==> src/rtl/serialPinPkg.sv <==
package serialPinPkg;
  // Strobes from the bus decoder to the register datapath
  typedef struct packed {
    logic wrDir;
    logic wrAsg;
    logic wrDat;
    logic rdCfg;
    logic rdDat;
  } regStrobe_t;
endpackage

==> src/rtl/pinRegCtrl.sv <==
module pinRegCtrl
  import serialPinPkg::*;
#(
  parameter int ADDR_W = 1
) (
  input  logic              regSel,
  input  logic              regWr,
  input  logic [ADDR_W-1:0] regAddr,
  input  logic [1:0]        regByteEn,
  output regStrobe_t        stb
);
  localparam logic [ADDR_W-1:0] CFG_ADDR = ADDR_W'(0);
  localparam logic [ADDR_W-1:0] DAT_ADDR = ADDR_W'(1);

  logic cfgHit;
  logic datHit;
  logic wrAcc;
  logic rdAcc;

  always_comb begin
    cfgHit    = (regAddr == CFG_ADDR);
    datHit    = (regAddr == DAT_ADDR);
    wrAcc     = regSel && regWr;
    rdAcc     = regSel && !regWr;
    stb.wrDir = wrAcc && cfgHit && regByteEn[0];
    stb.wrAsg = wrAcc && cfgHit && regByteEn[1];
    stb.wrDat = wrAcc && datHit && regByteEn[0];
    stb.rdCfg = rdAcc && cfgHit;
    stb.rdDat = rdAcc && datHit;
  end
endmodule

==> src/rtl/pinDatapath.sv <==
module pinDatapath
  import serialPinPkg::*;
#(
  parameter int PIN_N  = 8,
  parameter int SYNC_N = 2
) (
  input  logic               clk,
  input  logic               rstN,
  input  regStrobe_t         stb,
  input  logic [2*PIN_N-1:0] wdata,
  output logic [2*PIN_N-1:0] rdata,
  input  logic [PIN_N-1:0]   pinIn,
  input  logic               rxdIn,
  input  logic [PIN_N-2:0]   periphOut,
  input  logic               uartTxEn,
  input  logic               uartTx,
  output logic [PIN_N-1:0]   pinOut,
  output logic [PIN_N-1:0]   pinOe,
  output logic [PIN_N-1:0]   pinSync,
  output logic               rxdSync
);
  localparam int TX_IDX = PIN_N - 1;
  localparam int DW     = 2 * PIN_N;

  logic [PIN_N-1:0] dirReg;
  logic [PIN_N-1:0] asgReg;
  logic [PIN_N-1:0] datReg;
  logic [SYNC_N-1:0][PIN_N:0] syncPipe;

  // Configuration and data registers
  always_ff @(posedge clk or negedge rstN) begin
    if (!rstN) begin
      dirReg <= '0;
      asgReg <= '0;
      datReg <= '0;
    end else begin
      if (stb.wrDir) dirReg <= wdata[PIN_N-1:0];
      if (stb.wrAsg) asgReg <= wdata[DW-1:PIN_N];
      if (stb.wrDat) datReg <= wdata[PIN_N-1:0];
    end
  end

  // Pad synchronizer, receive pin carried in the top bit
  always_ff @(posedge clk or negedge rstN) begin
    if (!rstN) begin
      syncPipe <= '0;
    end else begin
      syncPipe[0] <= {rxdIn, pinIn};
      for (int k = 1; k < SYNC_N; k++) syncPipe[k] <= syncPipe[k-1];
    end
  end

  assign pinSync = syncPipe[SYNC_N-1][PIN_N-1:0];
  assign rxdSync = syncPipe[SYNC_N-1][PIN_N];

  // Registered read path
  always_ff @(posedge clk or negedge rstN) begin
    if (!rstN) begin
      rdata <= '0;
    end else if (stb.rdCfg) begin
      rdata <= {asgReg, dirReg};
    end else if (stb.rdDat) begin
      rdata <= {{(PIN_N-1){1'b0}}, rxdSync, pinSync};
    end
  end

  // Per-pin output selection
  for (genvar i = 0; i < PIN_N; i++) begin : gPin
    if (i == TX_IDX) begin : gTx
      always_comb begin
        if (uartTxEn) begin
          pinOut[i] = uartTx;
          pinOe[i]  = 1'b1;
        end else begin
          pinOut[i] = datReg[i];
          pinOe[i]  = dirReg[i];
        end
      end
    end else begin : gShr
      always_comb begin
        pinOut[i] = asgReg[i] ? periphOut[i] : datReg[i];
        pinOe[i]  = dirReg[i];
      end
    end
  end


  txForce_chk: assert property (@(posedge clk) disable iff (!rstN)
    uartTxEn |-> (pinOe[TX_IDX] && (pinOut[TX_IDX] == uartTx)));


  laneKeep_chk: assert property (@(posedge clk) disable iff (!rstN)
    (stb.wrDir && !stb.wrAsg) |=> $stable(asgReg));


  datHold_chk: assert property (@(posedge clk) disable iff (!rstN)
    !stb.wrDat |=> $stable(datReg));


  liveRead_chk: assert property (@(posedge clk) disable iff (!rstN)
    stb.rdDat |=> (rdata[PIN_N-1:0] == $past(pinSync)));


  syncFirst_chk: assert property (@(posedge clk) disable iff (!rstN)
    1'b1 |=> (syncPipe[0] == $past({rxdIn, pinIn})));

  for (genvar k = 1; k < SYNC_N; k++) begin : gSyncChk

    syncStage_chk: assert property (@(posedge clk) disable iff (!rstN)
      1'b1 |=> (syncPipe[k] == $past(syncPipe[k-1])));
  end
endmodule

==> src/rtl/serialPinMux.sv <==
module serialPinMux
  import serialPinPkg::*;
#(
  parameter int PIN_N  = 8,
  parameter int SYNC_N = 2,
  parameter int ADDR_W = 1
) (
  input  logic               clk,
  input  logic               rstN,
  input  logic               regSel,
  input  logic               regWr,
  input  logic [ADDR_W-1:0]  regAddr,
  input  logic [1:0]         regByteEn,
  input  logic [2*PIN_N-1:0] regWdata,
  output logic [2*PIN_N-1:0] regRdata,
  input  logic [PIN_N-1:0]   pinIn,
  input  logic               rxdIn,
  input  logic [PIN_N-2:0]   periphOut,
  input  logic               uartTxEn,
  input  logic               uartTx,
  output logic [PIN_N-1:0]   pinOut,
  output logic [PIN_N-1:0]   pinOe,
  output logic [PIN_N-1:0]   pinSync,
  output logic               rxdSync
);
  regStrobe_t stb;

  pinRegCtrl #(.ADDR_W(ADDR_W)) u_ctrl (
    .regSel    (regSel),
    .regWr     (regWr),
    .regAddr   (regAddr),
    .regByteEn (regByteEn),
    .stb       (stb)
  );

  pinDatapath #(.PIN_N(PIN_N), .SYNC_N(SYNC_N)) u_dp (
    .clk       (clk),
    .rstN      (rstN),
    .stb       (stb),
    .wdata     (regWdata),
    .rdata     (regRdata),
    .pinIn     (pinIn),
    .rxdIn     (rxdIn),
    .periphOut (periphOut),
    .uartTxEn  (uartTxEn),
    .uartTx    (uartTx),
    .pinOut    (pinOut),
    .pinOe     (pinOe),
    .pinSync   (pinSync),
    .rxdSync   (rxdSync)
  );
endmodule

==> config.mk <==
export PLATFORM = sky130hd
export DESIGN_NAME = serialPinMux
export DESIGN_NICKNAME = d
export VERILOG_FILES = /design/src/rtl/serialPinPkg.sv /design/src/rtl/pinRegCtrl.sv /design/src/rtl/pinDatapath.sv /design/src/rtl/serialPinMux.sv
export SDC_FILE = /design/constraint.sdc
export NUM_CORES = 1
export LEC_CHECK = 0
export BUFFER_PORTS_ARGS = -buffer_cell sky130_fd_sc_hd__buf_2
export CORE_MARGIN = 2
export CORE_UTILIZATION = 32
export CTS_CLUSTER_DIAMETER = 200
export DETAILED_ROUTE_END_ITERATION = 10
export SETUP_SLACK_MARGIN = 0.15
export SKIP_CTS_REPAIR_TIMING = 1
export SLEW_MARGIN = 5
export SYNTH_ARGS = -nofsm -noshare
export SYNTH_HDL_FRONTEND = slang
export SYNTH_SLANG_ARGS = --single-unit
==> constraint.sdc <==
create_clock -name clk -period 2.25 [get_ports clk]
set_input_delay 0.675 -clock clk [delete_from_list [all_inputs] [get_ports clk]]
set_output_delay 0.675 -clock clk [all_outputs]
set_load 0.005 [all_outputs]
==> results of run 1 <==
==> worst reg2reg max path: stages, from the launching register on <==
cell     delay, ns
dfrtp_1       0.40
mux2_1        0.29
mux2_4        0.25
==> registers in the layout, summed over array words and instances, names as in the netlist <==
| register | cells |
|---|---|
| u_dp.asgReg | 8 |
| u_dp.syncPipe | 9 |
| u_dp.datReg | 8 |
| u_dp.rdata | 16 |
| u_dp.dirReg | 8 |
| u_dp.pinSync | 8 |
| u_dp.rxdSync | 1 |
==> cell type report <==
| cell class | count | area, um2 | area share |
|---|---|---|---|
| tap | 99 | 124 | 0.0409 |
| multi-input combinational | 69 | 811 | 0.268 |
| sequential | 58 | 1450 | 0.479 |
| clock buffer | 11 | 151 | 0.0500 |
| timing repair buffer | 84 | 440 | 0.145 |
| clock inverter | 5 | 52.6 | 0.0173 |
==> worst max-delay path by stage <==
stage                   startpoint             end  depth (start not counted)
detailed placement         regAddr  u_dp.dirReg[6]                          3
floorplan                 uartTxEn       pinOut[7]                          1
global route        u_dp.asgReg[1]       pinOut[1]                          2
CTS                 u_dp.asgReg[1]       pinOut[1]                          2
global placement           regAddr  u_dp.dirReg[6]                          3
finish                    uartTxEn       pinOut[7]                          3
==> power breakdown <==
part / switching, uW / internal [uW] / leakage [uW] / total, uW
clock: 401 / 565 / 0.000105 / 966
sequential: 112 / 1220 / 0.000697 / 1330
combinational: 178 / 333 / 0.000689 / 511
total: 691 / 2120 / 0.00149 / 2810
==> routing by layer <==
layer	vias up	part of all wire
li1	646	-
met1	664	0.44
met2	51	0.48
met3	5	0.067
met4	0	0.013
met5	-	0
==> kinds of logic after synthesis <==
kind of cell           after synthesis  synth area share
buffers and inverters               19            0.0700
DFF                                 58             0.597
muxes                               57             0.281
and+or+nand+nor                     12            0.0525
==> synthesized netlist by cell type <==
cell       n
dfrtp_1   58
mux2_2    45
buf_4     15
mux2_4    11
and2b_2    7
buf_6      2
nand4b_2   2
buf_12     1
buf_8      1
mux2_1     1
nand4_4    1
nor2b_2    1
or2_2      1
==> stage by stage <==
step                      total power [uW]  instance area (um2)  utilization
after global placement                1860                 2830        0.388
final                                 2810                 3030        0.416
after floorplan                       1660                 2430            -
after CTS                             2860                 3030        0.416
after global routing                  2960                 3030        0.416
after detailed placement              1870                 2830        0.388
==> run summary, run 1 <==
status = finished clean
Critical Path Source Type = primary input
Port-buffer cells = 81
die area = 8310 um2
fin crit period = 1.87 ns
Worst-path clk slew = 0.06 ns
drt drc = 0
clock latency at the later pin of the worst-skew pair = 0.33 ns
GRT Overall Usage = 0.122
GR peak layer = met2
initial DRC count = 33
skew final = 0.00369 ns
Overflow after GRT = 0
row count = 31
worst relative slew slack = 0.723
placed wire-length estimate = 3520 um
R2R Setup Slk = 1.20 ns
Netlist Area Pre-Place = 2430 um2
post-synthesis cell count = 146
max_cap viols = 0
syn_nets = 187
power per cell area = 927 nW/um2
antenna diode count = 0
global-route wire length before repair = 7490 um
top cells by area, synth = dfrtp_1 (60%), mux2_2 (21%), mux2_4 (6.8%)
vias in the first global route = 1395
worst r2r src = u_dp.asgReg[0]
Crit-path slowest cell = mux2_2
CP endpoint kind = primary output
WP buf/inv = 2
WP data arrival = 1.20 ns
Avg Cell Area, Syn = 16.7 um2
Final Hold Vio Count = 0
register area share after synthesis = 0.597
number of synthesized register bits = 58
CTS root buffer = clkbuf_8
highest clock rate = 0.534 GHz
placed insts = 310
Worst Path Max Fanout = 2
period utilisation layout = 0.832
Peak supply drop = 0.430 mV
Global Route met1 Usage = 0.159
CP top delay family = multiplexers
Yosys cell types = 13
H-tree levels = 3
Most Frequent Cell on Critical Path = buf_2
Detailed Route WL = 4770 um
Vias = 1366
largest net degree at the start of global routing = 59
# clock sinks = 58
layout net count = 263
end of the worst register-to-register path = u_dp.rdata[8]
critical path type = primary input to primary output
area grow syn2layout = 24.6%
layout cells sized above 1 = 0.740
Worst Path Required = 1.57 ns
Starting Density = 0.334
drt first pass iters = 3
synthesis warning total = 0
setup TNS = 0 ns
LEAKAGE = 0.00149 uW
CTS max path bufs = 2
final setup vio count = 0
Die H = 91.2 um
FILL cells = 730
CTS tree = done
post-route ant nets = 0
die extent in x = 91.2 um
Final Max Slew Viols = 0
most frequent cells in the layout = buf_2 (81), dfrtp_1 (58), mux2_2 (45)
Worst Hold Slack = 0.327 ns
Max stage delay on crit path = 0.31 ns
IO Pins = 82
Num CTS Buffers = 9
setup ws final = 0.379 ns
Synth area leader = dfrtp_1
placer congestion estimate = 0.731
CP cell instances = buf_2, mux2_2, buf_2
vias per cell = 4.19
Synth top area share = 0.597
Worst Reg-to-Reg Cells = 2
GR Util met3 = 0.0465
met2 Track Usage GR = 0.180
core footprint = 7290 um2
RSZ-0062 raised after global routing = no
commonest non-fill, non-tap cell in the layout = buf_2
post-route insts no fill = 326
WL/cell = 14.6 um
worst slack, placed = 0.357 ns
Worst Tran Pin Value = 0.415 ns
initial antenna violation count = 0
Worst Hold Class = primary input to async pin
Note: power is estimated with default switching activity, not from simulation.
==> inputs of run 2 (changes only) <==
--- a/config.mk
+++ b/config.mk
@@ -5,6 +5,7 @@
 export SDC_FILE = /design/constraint.sdc
 export NUM_CORES = 1
 export LEC_CHECK = 0
+export ABC_AREA = 1
 export BUFFER_PORTS_ARGS = -buffer_cell sky130_fd_sc_hd__buf_2
 export CORE_MARGIN = 2
 export CORE_UTILIZATION = 32
==> constraint.sdc (replaced) <==
create_clock -name clk -period 1.5 [get_ports clk]
set_input_delay 0.45 -clock clk [delete_from_list [all_inputs] [get_ports clk]]
set_output_delay 0.45 -clock clk [all_outputs]
set_load 0.005 [all_outputs]
==> run summary, run 2 <==
CTS tree = done
Max stage delay on crit path = 0.41 ns
Largest regs = u_dp.rdata (16), u_dp.syncPipe (9)
WP buf/inv = 1
post-synthesis cell count = 272
Worst-path clk slew = 0.07 ns
CP top delay family = flip-flops
WP data arrival = 1.08 ns
die extent in x = 90.3 um
worst relative slew slack = 0.672
Crit-path slowest cell = dfrtp_1
setup ws final = -0.0271 ns
CTS max path bufs = 2
CP cell instances = or2_4, buf_6
sequential share of power = 0.447
layout net count = 402
end of the worst register-to-register path = u_dp.rdata[8]
failing checks = negative setup slack
Final Hold Vio Count = 0
most frequent cells in the layout = nand2_1 (125), buf_2 (80), dfrtp_1 (58)
vias in the first global route = 1854
top_reg_cell synth = dfrtp_1
Worst Hold Class = primary input to async pin
Starting Density = 0.330
Port-buffer cells = 81
Cell Int Power = 3190 uW
Synth top cells by count = nand2_1 (125), dfrtp_1 (58), inv_1 (27), nand3_1 (25), buf_4 (17)
Synth top area share = 0.609
Worst setup endpoint = pinOe[7]
layout cells sized above 1 = 0.322
number of flops mapped to enable cells by yosys = 0
Post-Layout Inst Area = 3160 um2
max_cap viols = 0
Avg Cell Area, Syn = 8.76 um2
critical path type = flip-flop to primary output
global-route wire length before repair = 9250 um
initial antenna violation count = 0
# clock sinks = 58
top cells by area, synth = dfrtp_1 (61%), nand2_1 (20%), buf_4 (5.4%)
final setup vio count = 1
total power = 4270 uW
syn_nets = 313
Vias = 1928
Die H = 90.3 um
Detailed Route WL = 5600 um
most frequent cell after synthesis = nand2_1
Overflow after GRT = 0
drt drc = 0
Critical Path Source Type = flip-flop
CP startpoint = u_dp.dirReg[7]
Synth area leader = dfrtp_1
post-route ant nets = 0
placer congestion estimate = 0.777
Clk pwr share = 0.390
skew final = 0.00737 ns
Reg with most FFs = u_dp.rdata
power share of the combinational group = 0.162
GRT Overall Usage = 0.146
Final Max Slew Viols = 0
placed wire-length estimate = 4050 um
critical path depth = 2
core footprint = 7210 um2
Num CTS Buffers = 9
number of synthesized register bits = 58
drt first pass iters = 4
R2R Setup Slk = 0.63 ns
antenna diode count = 0
RSZ-0062 raised after global routing = yes
Worst Path Required = 1.05 ns
Net Sw Frac = 0.253
Worst Tran Pin Value = 0.490 ns
fin crit period = 1.53 ns
status = finished, violations left
Psw = 1080 uW
power per cell area = 1350 nW/um2
vias per cell = 4.15
row count = 31
Post-synth ARST share = 1.00
worst r2r src = u_dp.rxdSync
Worst Reg-to-Reg Cells = 5
Netlist Area Pre-Place = 2380 um2
period utilisation layout = 1.02
die area = 8150 um2
largest net degree at the start of global routing = 59
max reg flops = 16
LEAKAGE = 0.00182 uW
IO Pins = 82
CTS root buffer = clkbuf_8
register area share after synthesis = 0.609
area grow syn2layout = 32.6%
CP endpoint kind = primary output
highest clock rate = 0.655 GHz
Peak supply drop = 0.534 mV
Yosys cell types = 14
Area after DPL = 2820 um2
H-tree levels = 3
synthesis warning total = 0
commonest non-fill, non-tap cell in the layout = nand2_1
clock latency at the later pin of the worst-skew pair = 0.32 ns
Worst Path Max Fanout = 3
WL/cell = 12.0 um
initial DRC count = 130
run 2: layout make-up:
class / count / area [um2]
Clock buffer: 12 / 165
Clock inverter: 4 / 72.6
Fill cell: 771 / 4060
Inverter: 28 / 105
Multi-Input combinational cell: 165 / 682
Sequential cell: 58 / 1450
Tap cell: 99 / 124
Timing Repair Buffer: 99 / 559
run 2: how the worst min path moves through the flow:
stage | slack [ns] | depth (start not counted) | endpoint | from
6_report | 0.11 | 2 | u_dp.syncPipe[7] | rstN
5_1_grt | 0.13 | 2 | u_dp.pinSync[1] | rstN
4_1_cts | 0.12 | 2 | u_dp.syncPipe[7] | rstN
3_5_place_dp | 0.33 | 0 | u_dp.pinSync[7] | u_dp.syncPipe[7]
3_3_place_gp | 0.33 | 0 | u_dp.pinSync[1] | u_dp.syncPipe[1]
2_1_floorplan | 0.15 | 0 | u_dp.asgReg[0] | rstN
run 2: kinds of logic after synthesis:
logic type	share of synthesized area
and+or+nand+nor	0.270
DFF	0.609
buffers and inverters	0.106
AOI/OAI and AO/OA	0.0147
run 2: per-stage QoR:
| step | cells | TNS, ns | hold slack, ns | setup WS [ns] | utilization |
|---|---|---|---|---|---|
| after floorplan | 272 | 0 | 0.154 | 0.285 | - |
| after global placement | 437 | 0 | 0.333 | 0.108 | 0.391 |
| after detailed placement | 437 | 0 | 0.335 | 0.0908 | 0.391 |
| after CTS | 453 | -0.148 | 0.124 | -0.117 | 0.424 |
| after global routing | 465 | -0.0705 | 0.129 | -0.0599 | 0.438 |
| final | 465 | -0.0271 | 0.111 | -0.0271 | 0.438 |
run 2: metal layers:
metal | vias up | share of wire | GRT usage
met2 | 51 | 0.46 | 0.216
li1 | 994 | - | -
met4 | 0 | 0.011 | 0.0577
met1 | 878 | 0.48 | 0.201
met5 | - | 0 | 0
met3 | 5 | 0.048 | 0.0426
run 2: worst register-to-register path: stages, from the launching register on:
cell and delay (ns):
dfrtp_1 0.39, buf_4 0.14, inv_1 0.05, nand2_1 0.05, nand3_1 0.08, nand2_1 0.05
run 2: power groups by stage:
stage                     clock [uW]  sequential (uW)  combinational, uW
after floorplan                    0             1910                342
after global placement             0             1950                591
after detailed placement           0             1950                602
after CTS                       1690             1920                607
after global routing            1790             1940                794
final                           1670             1910                693
==> inputs of run 3 (changes only) <==
==> constraint.sdc (replaced) <==
create_clock -name clk -period 1.6 [get_ports clk]
set_input_delay 0.48 -clock clk [delete_from_list [all_inputs] [get_ports clk]]
set_output_delay 0.48 -clock clk [all_outputs]
set_load 0.005 [all_outputs]
==> run summary, run 3 (synthesized netlist as in run 2, its figures left out) <==
max reg flops = 16
power per cell area = 1200 nW/um2
CTS tree = done
Worst Path Required = 1.12 ns
Critical Path Source Type = flip-flop
WL/cell = 12.3 um
placed wire-length estimate = 4050 um
Peak supply drop = 0.528 mV
critical path type = flip-flop to primary output
drt drc = 0
Detailed Route WL = 5620 um
Worst Hold Class = primary input to async pin
most frequent cells in the layout = nand2_1 (124), buf_2 (80), dfrtp_1 (58)
Net Sw Frac = 0.265
Num CTS Buffers = 9
Reg with most FFs = u_dp.rdata
CTS root buffer = clkbuf_8
vias per cell = 4.23
die area = 8150 um2
Psw = 978 uW
Starting Density = 0.330
Clk pwr share = 0.348
global-route wire length before repair = 9290 um
die extent in x = 90.3 um
area grow syn2layout = 28.3%
FILL cells = 784
Port-buffer cells = 81
status = finished clean
layout cells sized above 1 = 0.307
initial DRC count = 101
CP endpoint kind = primary output
Worst Reg-to-Reg Cells = 5
H-tree levels = 3
largest net degree at the start of global routing = 59
Crit-path slowest cell = dfrtp_1
WP data arrival = 1.09 ns
# clock sinks = 58
Worst-path clk slew = 0.06 ns
commonest non-fill, non-tap cell in the layout = nand2_1
final setup vio count = 0
highest clock rate = 0.637 GHz
LEAKAGE = 0.00176 uW
Max stage delay on crit path = 0.41 ns
Overflow after GRT = 0
drt first pass iters = 4
Final Max Slew Viols = 0
placer congestion estimate = 0.783
core footprint = 7210 um2
max_cap viols = 0
Cell Int Power = 2710 uW
RSZ-0062 raised after global routing = yes
worst relative slew slack = 0.657
Die H = 90.3 um
post-route ant nets = 0
skew final = 0.00652 ns
antenna diode count = 0
Final Hold Vio Count = 0
vias in the first global route = 1887
GRT Overall Usage = 0.148
clock latency at the later pin of the worst-skew pair = 0.33 ns
utilization after layout = 0.424
fin crit period = 1.57 ns
Largest regs = u_dp.rdata (16), u_dp.syncPipe (9)
row count = 31
power share of the combinational group = 0.165
Vias = 1932
period utilisation layout = 0.982
CTS max path bufs = 2
layout net count = 395
CP cell instances = or2_4, buf_6
total power = 3680 uW
Worst Path Max Fanout = 3
Worst Tran Pin Value = 0.512 ns
sequential share of power = 0.487
initial antenna violation count = 0
IO Pins = 82
[run 3: power by group through the flow]
stage          logic (uW)  registers, uW  clock network (uW)
2_1_floorplan         321           1790                   0
6_report              606           1800                1280
5_1_grt               705           1820                1380
3_5_place_dp          568           1820                   0
3_3_place_gp          555           1820                   0
4_1_cts               572           1800                1320
[run 3: area by class of cell]
type | instances | area (um2) | area share
Tap cell | 99 | 124 | 0.0405
Clock buffer | 12 | 145 | 0.0475
Sequential cell | 58 | 1450 | 0.475
Clock inverter | 3 | 40.0 | 0.0131
Inverter | 28 | 105 | 0.0344
Timing Repair Buffer | 92 | 507 | 0.166
Multi-Input combinational cell | 165 | 684 | 0.224
[run 3: critical path: cells and delay by family, from the launching register on]
kind                   cells  cell delay [ns]
AND/OR/NAND/NOR            1             0.24
buffers and inverters      1             0.11
flip-flops                 1             0.41
[run 3: metal layers]
layer	global-route usage	wire (um)	up-vias
li1	-	-	981
met2	0.221	2570	55
met3	0.0426	287	9
met5	0	0	-
met1	0.198	2650	887
met4	0.0731	114	0
[run 3: final timing paths]
kind	start	to	slack (ns)
max	u_dp.dirReg[7]	pinOe[7]	0.03
min	rstN	u_dp.syncPipe[3]	0.14
max reg2reg	u_dp.dirReg[7]	u_dp.rdata[7]	0.72
min reg2reg	u_dp.syncPipe[7]	u_dp.pinSync[7]	0.35
max in group asynchronous	rstN	u_dp.asgReg[5]	1.19
min in group clk	pinIn[6]	u_dp.syncPipe[6]	0.25
[run 3: metrics by stage]
stage,cell area [um2],TNS (ns),instances,worst slack [ns],hold WS (ns)
finish,3060,0,457,0.0292,0.139
global route,3060,-0.00748,457,-0.00748,0.167
CTS,3010,-0.0371,452,-0.0371,0.141
detailed placement,2820,0,437,0.152,0.335
global placement,2820,0,437,0.149,0.332
floorplan,2380,0,272,0.355,0.184
